## config.mk

```make
export PLATFORM = sky130hd
export DESIGN_NAME = i2c_rxbuf_slave
export DESIGN_NICKNAME = d
export VERILOG_FILES = /design/src/rtl/i2c_rx_pkg.sv /design/src/rtl/i2c_bus_sync.sv /design/src/rtl/i2c_slave_fsm.sv /design/src/rtl/i2c_host_regs.sv /design/src/rtl/i2c_rxbuf_slave.sv
export SDC_FILE = /design/constraint.sdc
export NUM_CORES = 1
export LEC_CHECK = 0
export BUFFER_PORTS_ARGS = -buffer_cell sky130_fd_sc_hd__buf_2
export CAP_MARGIN = 20
export CORE_ASPECT_RATIO = 0.6
export CORE_MARGIN = 4
export CORE_UTILIZATION = 39
export DETAILED_ROUTE_END_ITERATION = 8
export PLACE_DENSITY_LB_ADDON = 0.08
export SLEW_MARGIN = 40
export SYNTH_ARGS = -nofsm -noshare
export SYNTH_HDL_FRONTEND = slang
export SYNTH_HIERARCHICAL = 1
export SYNTH_SLANG_ARGS = --single-unit
```

## constraint.sdc

```tcl
create_clock -name clk_i -period 2.5 [get_ports clk_i]
set_input_delay 0.5 -clock clk_i [delete_from_list [all_inputs] [get_ports clk_i]]
set_output_delay 0.5 -clock clk_i [all_outputs]
set_load 0.005 [all_outputs]
```

## src/rtl/i2c_rx_pkg.sv

```systemverilog
package i2c_rx_pkg;
  localparam logic [1:0] OFS_CTRL = 2'd0;
  localparam logic [1:0] OFS_STAT = 2'd1;
  localparam logic [1:0] OFS_DATA = 2'd2;
  localparam logic [1:0] OFS_OWN  = 2'd3;
  localparam logic [4:0] TEN_BIT_TAG = 5'b11110;

  typedef enum logic [2:0] {ST_IDLE, ST_RX, ST_ACK, ST_TX, ST_TXACK, ST_WAIT} slv_state_e;
  typedef enum logic [1:0] {K_ADDR1, K_ADDR2, K_DATA} byte_kind_e;

  function automatic logic mode_is_slave(input logic [3:0] m);
    return m <= 4'd3;
  endfunction
  function automatic logic mode_is_10b(input logic [3:0] m);
    return (m == 4'd1) || (m == 4'd3);
  endfunction
  function automatic logic mode_sp_irq(input logic [3:0] m);
    return (m == 4'd2) || (m == 4'd3) || (m == 4'd4);
  endfunction
endpackage

```

## src/rtl/i2c_bus_sync.sv

```systemverilog
module i2c_bus_sync #(
  parameter int STAGES = 2
) (
  input  logic clk_i,
  input  logic rst_ni,
  input  logic scl_i,
  input  logic sda_i,
  output logic sda_s_o,
  output logic scl_rise_o,
  output logic scl_fall_o,
  output logic start_o,
  output logic stop_o
);
  localparam int LAST = STAGES - 1;
  logic [LAST:0] scl_pipe, sda_pipe;
  logic scl_d, sda_d;

  generate
    if (STAGES == 1) begin : g_one
      always_ff @(posedge clk_i or negedge rst_ni)
        if (!rst_ni) begin
          scl_pipe <= '1;
          sda_pipe <= '1;
        end else begin
          scl_pipe <= scl_i;
          sda_pipe <= sda_i;
        end
    end else begin : g_many
      always_ff @(posedge clk_i or negedge rst_ni)
        if (!rst_ni) begin
          scl_pipe <= '1;
          sda_pipe <= '1;
        end else begin
          scl_pipe <= {scl_pipe[LAST-1:0], scl_i};
          sda_pipe <= {sda_pipe[LAST-1:0], sda_i};
        end
    end
  endgenerate

  always_ff @(posedge clk_i or negedge rst_ni)
    if (!rst_ni) begin
      scl_d <= 1'b1;
      sda_d <= 1'b1;
    end else begin
      scl_d <= scl_pipe[LAST];
      sda_d <= sda_pipe[LAST];
    end

  assign sda_s_o    = sda_pipe[LAST];
  assign scl_rise_o = scl_pipe[LAST] & ~scl_d;
  assign scl_fall_o = ~scl_pipe[LAST] & scl_d;
  // conditions only while SCL stays high
  assign start_o    = scl_pipe[LAST] & scl_d & sda_d & ~sda_pipe[LAST];
  assign stop_o     = scl_pipe[LAST] & scl_d & ~sda_d & sda_pipe[LAST];

  a_r6_start_stop_excl: assert property (@(posedge clk_i) disable iff (!rst_ni)
    !(start_o && stop_o));
endmodule

```

## src/rtl/i2c_slave_fsm.sv

```systemverilog
module i2c_slave_fsm
  import i2c_rx_pkg::*;
(
  input  logic       clk_i,
  input  logic       rst_ni,
  input  logic       en_i,
  input  logic [3:0] mode_i,
  input  logic [7:0] own_lo_i,
  input  logic [1:0] own_hi_i,
  input  logic       bf_i,
  input  logic       ovf_i,
  input  logic [7:0] tx_byte_i,
  input  logic       sda_s_i,
  input  logic       scl_rise_i,
  input  logic       scl_fall_i,
  input  logic       start_i,
  input  logic       stop_i,
  output logic       sda_oe_o,
  output logic       load_o,
  output logic       refuse_o,
  output logic       irq_set_o,
  output logic [7:0] rx_byte_o,
  output logic       rw_o
);
  slv_state_e state_q;
  byte_kind_e kind_q;
  logic [7:0] sr_q;
  logic [3:0] cnt_q;
  logic       ack_on_q, go_tx_q, ten_ok_q, oe_q, rw_q;
  logic       byte_done, hit, accept, refuse, mack;
  logic [7:0] rx_byte;

  assign rx_byte   = {sr_q[6:0], sda_s_i};
  assign byte_done = (state_q == ST_RX) && scl_rise_i && (cnt_q == 4'd7);

  always_comb begin
    hit = 1'b0;
    unique case (kind_q)
      K_ADDR1: hit = mode_is_10b(mode_i)
                     ? (rx_byte[7:3] == TEN_BIT_TAG) && (rx_byte[2:1] == own_hi_i) &&
                       (!rx_byte[0] || ten_ok_q)
                     : (rx_byte[7:1] == own_lo_i[6:0]);
      K_ADDR2: hit = (rx_byte == own_lo_i);
      default: hit = 1'b1;
    endcase
    hit = hit && mode_is_slave(mode_i);
  end

  assign accept = byte_done && hit && !(bf_i || ovf_i);
  assign refuse = byte_done && hit && (bf_i || ovf_i);
  assign mack   = (state_q == ST_TXACK) && scl_rise_i && !sda_s_i;

  always_ff @(posedge clk_i or negedge rst_ni)
    if (!rst_ni) begin
      state_q  <= ST_IDLE;
      kind_q   <= K_ADDR1;
      sr_q     <= '0;
      cnt_q    <= '0;
      ack_on_q <= 1'b0;
      go_tx_q  <= 1'b0;
      ten_ok_q <= 1'b0;
      oe_q     <= 1'b0;
      rw_q     <= 1'b0;
    end else if (!en_i) begin
      state_q  <= ST_IDLE;
      oe_q     <= 1'b0;
      ten_ok_q <= 1'b0;
      ack_on_q <= 1'b0;
    end else if (start_i) begin
      state_q  <= mode_is_slave(mode_i) ? ST_RX : ST_IDLE;
      kind_q   <= K_ADDR1;
      cnt_q    <= '0;
      oe_q     <= 1'b0;
      ack_on_q <= 1'b0;
    end else if (stop_i) begin
      state_q  <= ST_IDLE;
      oe_q     <= 1'b0;
      ten_ok_q <= 1'b0;
    end else begin
      unique case (state_q)
        ST_RX: if (scl_rise_i) begin
          sr_q  <= rx_byte;
          cnt_q <= cnt_q + 4'd1;
          if (byte_done) begin
            if (accept) begin
              state_q  <= ST_ACK;
              ack_on_q <= 1'b0;
              go_tx_q  <= (kind_q == K_ADDR1) && rx_byte[0];
              unique case (kind_q)
                K_ADDR1: begin
                  rw_q   <= rx_byte[0];
                  kind_q <= (mode_is_10b(mode_i) && !rx_byte[0]) ? K_ADDR2 : K_DATA;
                end
                K_ADDR2: begin
                  ten_ok_q <= 1'b1;
                  kind_q   <= K_DATA;
                end
                default: kind_q <= K_DATA;
              endcase
            end else begin
              state_q <= ST_WAIT;
            end
          end
        end
        ST_ACK: if (scl_fall_i) begin
          if (!ack_on_q) begin
            ack_on_q <= 1'b1;
            oe_q     <= 1'b1;
          end else begin
            ack_on_q <= 1'b0;
            cnt_q    <= '0;
            if (go_tx_q) begin
              sr_q    <= tx_byte_i;
              oe_q    <= ~tx_byte_i[7];
              state_q <= ST_TX;
            end else begin
              oe_q    <= 1'b0;
              state_q <= ST_RX;
            end
          end
        end
        ST_TX: begin
          if (scl_rise_i) cnt_q <= cnt_q + 4'd1;
          if (scl_fall_i) begin
            if (cnt_q == 4'd8) begin
              oe_q    <= 1'b0;
              state_q <= ST_TXACK;
            end else begin
              sr_q <= {sr_q[6:0], 1'b0};
              oe_q <= ~sr_q[6];
            end
          end
        end
        ST_TXACK: if (scl_rise_i) begin
          if (!sda_s_i) begin
            state_q  <= ST_ACK;
            ack_on_q <= 1'b1;
            go_tx_q  <= 1'b1;
          end else begin
            state_q <= ST_WAIT;
          end
        end
        default: ;
      endcase
    end

  assign sda_oe_o  = oe_q;
  assign load_o    = accept;
  assign refuse_o  = refuse;
  assign irq_set_o = accept | refuse | mack;
  assign rx_byte_o = rx_byte;
  assign rw_o      = rw_q;

  a_r1_released_when_off: assert property (@(posedge clk_i) disable iff (!rst_ni)
    !en_i |=> !sda_oe_o);
  a_r4_refuse_no_ack: assert property (@(posedge clk_i) disable iff (!rst_ni)
    refuse_o && en_i && !start_i && !stop_i |=> !sda_oe_o && state_q == ST_WAIT);
  a_r9_release_for_master_ack: assert property (@(posedge clk_i) disable iff (!rst_ni)
    state_q == ST_TXACK |-> !sda_oe_o);
endmodule

```

## src/rtl/i2c_host_regs.sv

```systemverilog
module i2c_host_regs
  import i2c_rx_pkg::*;
(
  input  logic       clk_i,
  input  logic       rst_ni,
  input  logic       we_i,
  input  logic       re_i,
  input  logic [1:0] addr_i,
  input  logic [7:0] wdata_i,
  output logic [7:0] rdata_o,
  input  logic       load_i,
  input  logic       refuse_i,
  input  logic       irq_set_i,
  input  logic [7:0] rx_byte_i,
  input  logic       rw_i,
  input  logic       start_i,
  input  logic       stop_i,
  output logic       en_o,
  output logic [3:0] mode_o,
  output logic [7:0] own_lo_o,
  output logic [1:0] own_hi_o,
  output logic       bf_o,
  output logic       ovf_o,
  output logic [7:0] tx_byte_o,
  output logic       irq_o
);
  logic       en_q, ovf_q, bf_q, irq_q, s_q, p_q;
  logic [3:0] mode_q;
  logic [1:0] own_hi_q;
  logic [7:0] own_lo_q, rx_q, tx_q;
  logic       sp_evt, irq_clr;

  assign sp_evt  = en_q && mode_sp_irq(mode_q) && (start_i || stop_i);
  assign irq_clr = we_i && (addr_i == OFS_STAT) && !wdata_i[4];

  always_ff @(posedge clk_i or negedge rst_ni)
    if (!rst_ni) begin
      en_q <= 1'b0; ovf_q <= 1'b0; bf_q <= 1'b0; irq_q <= 1'b0;
      s_q <= 1'b0; p_q <= 1'b0; mode_q <= '0; own_hi_q <= '0;
      own_lo_q <= '0; rx_q <= '0; tx_q <= '0;
    end else begin
      if (we_i) begin
        unique case (addr_i)
          OFS_CTRL: begin
            en_q     <= wdata_i[7];
            own_hi_q <= wdata_i[5:4];
            mode_q   <= wdata_i[3:0];
            if (!wdata_i[6]) ovf_q <= 1'b0;
          end
          OFS_STAT: if (!wdata_i[4]) irq_q <= 1'b0;
          OFS_DATA: tx_q <= wdata_i;
          default:  own_lo_q <= wdata_i;
        endcase
      end
      if (re_i && addr_i == OFS_DATA) bf_q <= 1'b0;
      // hardware events win over same-cycle host clears
      if (load_i) begin
        rx_q <= rx_byte_i;
        bf_q <= 1'b1;
      end
      if (refuse_i && bf_q) ovf_q <= 1'b1;
      if (irq_set_i || sp_evt) irq_q <= 1'b1;
      if (!en_q) begin
        s_q <= 1'b0;
        p_q <= 1'b0;
      end else if (start_i) begin
        s_q <= 1'b1;
        p_q <= 1'b0;
      end else if (stop_i) begin
        s_q <= 1'b0;
        p_q <= 1'b1;
      end
    end

  always_comb
    unique case (addr_i)
      OFS_CTRL: rdata_o = {en_q, ovf_q, own_hi_q, mode_q};
      OFS_STAT: rdata_o = {3'b000, irq_q, rw_i, p_q, s_q, bf_q};
      OFS_DATA: rdata_o = rx_q;
      default:  rdata_o = own_lo_q;
    endcase

  assign en_o      = en_q;
  assign mode_o    = mode_q;
  assign own_lo_o  = own_lo_q;
  assign own_hi_o  = own_hi_q;
  assign bf_o      = bf_q;
  assign ovf_o     = ovf_q;
  assign tx_byte_o = tx_q;
  assign irq_o     = irq_q;

  a_r4_load_refuse_excl: assert property (@(posedge clk_i) disable iff (!rst_ni)
    !(load_i && refuse_i));
  a_r2_bf_after_load: assert property (@(posedge clk_i) disable iff (!rst_ni)
    load_i |=> bf_q);
  a_r4_ovf_on_full: assert property (@(posedge clk_i) disable iff (!rst_ni)
    refuse_i && bf_q |=> ovf_q);
  a_r4_buf_kept: assert property (@(posedge clk_i) disable iff (!rst_ni)
    refuse_i |=> $stable(rx_q));
  a_r6_sp_excl: assert property (@(posedge clk_i) disable iff (!rst_ni)
    !(s_q && p_q));
  a_r10_irq_sticky: assert property (@(posedge clk_i) disable iff (!rst_ni)
    irq_q && !irq_clr |=> irq_q);
endmodule

```

## src/rtl/i2c_rxbuf_slave.sv

```systemverilog
module i2c_rxbuf_slave #(
  parameter int SYNC_STAGES = 2
) (
  input  logic       clk_i,
  input  logic       rst_ni,
  input  logic       scl_i,
  input  logic       sda_i,
  output logic       sda_oe_o,
  input  logic       reg_we_i,
  input  logic       reg_re_i,
  input  logic [1:0] reg_addr_i,
  input  logic [7:0] reg_wdata_i,
  output logic [7:0] reg_rdata_o,
  output logic       irq_o
);
  logic       sda_s, scl_rise, scl_fall, start_ev, stop_ev;
  logic       en, bf, ovf, load, refuse, irq_set, rw;
  logic [3:0] mode;
  logic [7:0] own_lo, tx_byte, rx_byte;
  logic [1:0] own_hi;

  i2c_bus_sync #(.STAGES(SYNC_STAGES)) u_sync (
    .clk_i, .rst_ni, .scl_i, .sda_i,
    .sda_s_o(sda_s), .scl_rise_o(scl_rise), .scl_fall_o(scl_fall),
    .start_o(start_ev), .stop_o(stop_ev)
  );

  i2c_slave_fsm u_fsm (
    .clk_i, .rst_ni, .en_i(en), .mode_i(mode), .own_lo_i(own_lo), .own_hi_i(own_hi),
    .bf_i(bf), .ovf_i(ovf), .tx_byte_i(tx_byte), .sda_s_i(sda_s),
    .scl_rise_i(scl_rise), .scl_fall_i(scl_fall), .start_i(start_ev), .stop_i(stop_ev),
    .sda_oe_o, .load_o(load), .refuse_o(refuse), .irq_set_o(irq_set),
    .rx_byte_o(rx_byte), .rw_o(rw)
  );

  i2c_host_regs u_regs (
    .clk_i, .rst_ni, .we_i(reg_we_i), .re_i(reg_re_i), .addr_i(reg_addr_i),
    .wdata_i(reg_wdata_i), .rdata_o(reg_rdata_o), .load_i(load), .refuse_i(refuse),
    .irq_set_i(irq_set), .rx_byte_i(rx_byte), .rw_i(rw), .start_i(start_ev),
    .stop_i(stop_ev), .en_o(en), .mode_o(mode), .own_lo_o(own_lo), .own_hi_o(own_hi),
    .bf_o(bf), .ovf_o(ovf), .tx_byte_o(tx_byte), .irq_o
  );
endmodule

```

==> results.sh <==
export IMPL_status="finished, final reports clean"
export IMPL_final_hold_violation_count=0
export IMPL_ctsRootBufferMaster="clkbuf_16"
export IMPL_end_kind="flop"
export IMPL_reg2reg_slack_ps=180
export IMPL_fin_cells=467
export IMPL_synth_seq_area_share_pct=45.4
export IMPL_routed_via_count=2528
export IMPL_synth_edf_count=0
export IMPL_antenna_found_initial=0
export IMPL_max_cap_violations=0
export IMPL_start_kind="flop"
export IMPL_wl_per_cell_um=19.5
export IMPL_setup_tns_ps=0
export IMPL_seq_area_sq_um=1580
export IMPL_drt_initial_drc_count=214
export IMPL_htree_levels=3
export IMPL_path_max_fanout=9
export IMPL_ys_types=59
export IMPL_reg2reg_from="u_sync/scl_pipe[1]$_DFF_PN1_"
export IMPL_drt_wl_total_um=9130
export IMPL_reg2reg_to="u_regs/rx_q[0]$_DFFE_PN0P_"
export IMPL_clk_latency_ps=330
export IMPL_crit_start="u_sync/scl_pipe[1]$_DFF_PN1_"
export IMPL_ys_flop_type="dfrtp_1"
export IMPL_powerDensity_nw_per_um2=808
export IMPL_grt_pass1_wl_um=15000
export IMPL_dr_pass1_iters=5
export IMPL_r2r_cells=6
export IMPL_cts_buffer_depth=2
export IMPL_yosysMostFrequentCell="dfrtp_1"
export IMPL_finalMaxSlewViolations=0
export IMPL_grt_max_degree=38
export IMPL_setup_violations_final=0
export IMPL_drc=0
export IMPL_synth_top_area_share_pct=40.9
export IMPL_io_buffers=25
export IMPL_synthTopCellsByCount="dfrtp_1, mux2_2, nand2_1"
export IMPL_grt_pass1_vias=2532
export IMPL_fin_crit_sh_pct=92.8
export IMPL_layout_min_cycle_time_ps=2320
export IMPL_die_w_um=130
export IMPL_die_area_sq_um=10600
export IMPL_gr_total_overflow=0
export IMPL_syn_area_per_cell_sq_um=11.7
export IMPL_cts_tree="yes"
export IMPL_routed_via_density=5.41
export IMPL_grt_total_usage_pct=19.1
export IMPL_async_flop_share_pct=100
export IMPL_multiInputGateArea_sq_um=1800
export IMPL_io_pins=26
export IMPL_cts_buffers=9
export IMPL_fmax_mhz=431
export IMPL_area_growth_pct=20.6
export IMPL_max_slew_margin_pct=56.1
export IMPL_p_leak_uw=0.00193
export IMPL_syn_inst=299
export IMPL_start_util_pct=40.4
export IMPL_num_fill_cells=789
export IMPL_ctsHoldBuffers=0
export IMPL_die_y_um=81.2
export IMPL_syn_cell_area_sq_um=3490
export IMPL_coreArea_sq_um=8620
export IMPL_num_rows=26
export IMPL_synthTopCellsByArea="dfrtp_1, mux2_2, dfstp_2"
export IMPL_peakVddDrop_mv=0.368
export IMPL_critPathKind="flop to flop"
export IMPL_gp_congestion=0.908
export IMPL_synth_warnings=6
export IMPL_syn_num_nets=317
export IMPL_totalPowerFinal_uw=3400
export IMPL_cp_required_ps=2720
export IMPL_worstHoldPathType="primary input to asynchronous set/reset pin"
export IMPL_drive_gt1_share_pct=36.1
export IMPL_antennaDiodeCount=0
export IMPL_place_hpwl_um=6920
export IMPL_fin_skew_ps=3.05
export IMPL_post_synth_top_area_cell="dfrtp_1"
export IMPL_ant_nets=0
export IMPL_dp_cells=451
export IMPL_final_nets=368
export IMPL_tightest_slew_ps=657
export IMPL_rsz0062_at_grt="no"
export IMPL_worstPathArrival_ps=2540
export IMPL_synth_ff_latch_count=63
export IMPL_clock_sinks=63
export IMPL_crit_end="u_regs/rx_q[0]$_DFFE_PN0P_"
export IMPL_clk_pin_slew_ps=50
## layout by cell type (no fill, tap or decap), types with 4 or more instances in the layout
master / netlist / routed
a21oi_1: 12 / 12
a22o_1: 4 / 4
buf_2: 2 / 25
buf_4: 2 / 23
clkbuf_16: 0 / 9
dfrtp_1: 57 / 57
dfstp_2: 6 / 6
inv_1: 10 / 9
mux2_2: 47 / 47
mux2i_1: 5 / 5
mux4_1: 5 / 5
nand2_1: 21 / 21
nand2b_1: 6 / 6
nor2_1: 19 / 19
nor2b_1: 7 / 7
nor3_1: 7 / 7
o21ai_0: 13 / 13
xnor2_1: 9 / 9
xor2_1: 8 / 8
## stage by stage
step	util (%)	setup slack [ps]	area (sq um)	hold WS [ps]
6_report	48.8	179	4200	197
5_1_grt	48.8	37.2	4200	250
4_1_cts	48.8	46.7	4200	221
3_5_place_dp	45.0	47.6	3880	349
3_3_place_gp	45.0	114	3880	346
2_1_floorplan	-	93.5	3490	204
## report_power, final
| group | switching, uW | internal [uW] |
|---|---|---|
| logic | 376 | 357 |
| clock network | 438 | 925 |
| registers | 136 | 1160 |
## kinds of logic after synthesis
| family | synth area share (%) |
|---|---|
| flops | 45.4 |
| buf+inv | 2.98 |
| xor+xnor | 4.27 |
| mux | 20.7 |
| simple gates | 15.8 |
| fa+ha+maj | 0.718 |
| compound gates | 10.2 |
## timing repair
item / CTS / global route
buffers inserted: 0 / 0
endpoints found under the setup margin: 0 / 8
gates resized for setup: 0 / 1
## critical path, stage by stage (launching register included)
cell	delay [ps]
dfstp_2	550
nor2b_1	180
nand4b_1	160
or4b_1	530
nand4bb_1	220
inv_2	200
mux2_2	360
## worst min-delay path by stage
stage / start / to / cells after the start
after floorplan: rst_ni / u_fsm/ack_on_q$_DFFE_PN0P_ / 0
after global placement: u_sync/sda_pipe[0]$_DFF_PN1_ / u_sync/sda_pipe[1]$_DFF_PN1_ / 0
after detailed placement: u_sync/scl_pipe[0]$_DFF_PN1_ / u_sync/scl_pipe[1]$_DFF_PN1_ / 0
after CTS: rst_ni / u_regs/ovf_o$_DFFE_PN0P_ / 1
after global routing: rst_ni / u_regs/own_lo_o[6]$_DFFE_PN0P_ / 1
final: rst_ni / u_regs/own_lo_o[6]$_DFFE_PN0P_ / 1
## registers in the layout (all words and copies together) (netlist names), 2 cells and up
| register | count |
|---|---|
| u_fsm/cnt_q | 4 |
| u_fsm/kind_q | 2 |
| u_fsm/sr_q | 7 |
| u_fsm/state_q | 3 |
| u_regs/mode_o | 4 |
| u_regs/own_hi_o | 2 |
| u_regs/own_lo_o | 8 |
| u_regs/rx_q | 8 |
| u_regs/tx_byte_o | 8 |
| u_sync/scl_pipe | 2 |
| u_sync/sda_pipe | 2 |
## per-layer routing
layer | up-vias | share of wire (%) | track usage (%)
li1 | 1198 | - | -
met3 | 9 | 8.2 | 5.85
met1 | 1235 | 56 | 31.1
met2 | 86 | 35 | 23.0
met5 | - | 0 | 0
met4 | 0 | 0.89 | 5.50
## final cells by class
| type | count | area share [%] |
|---|---|---|
| clock buffers | 13 | 6.19 |
| flip-flops and latches | 63 | 37.7 |
| inverters | 10 | 0.893 |
| clock inverters | 3 | 1.55 |
| repair buffers | 49 | 7.56 |
| well taps | 112 | 3.33 |
| multi-input cells | 217 | 42.8 |
Power figures use the tool's default switching activity.
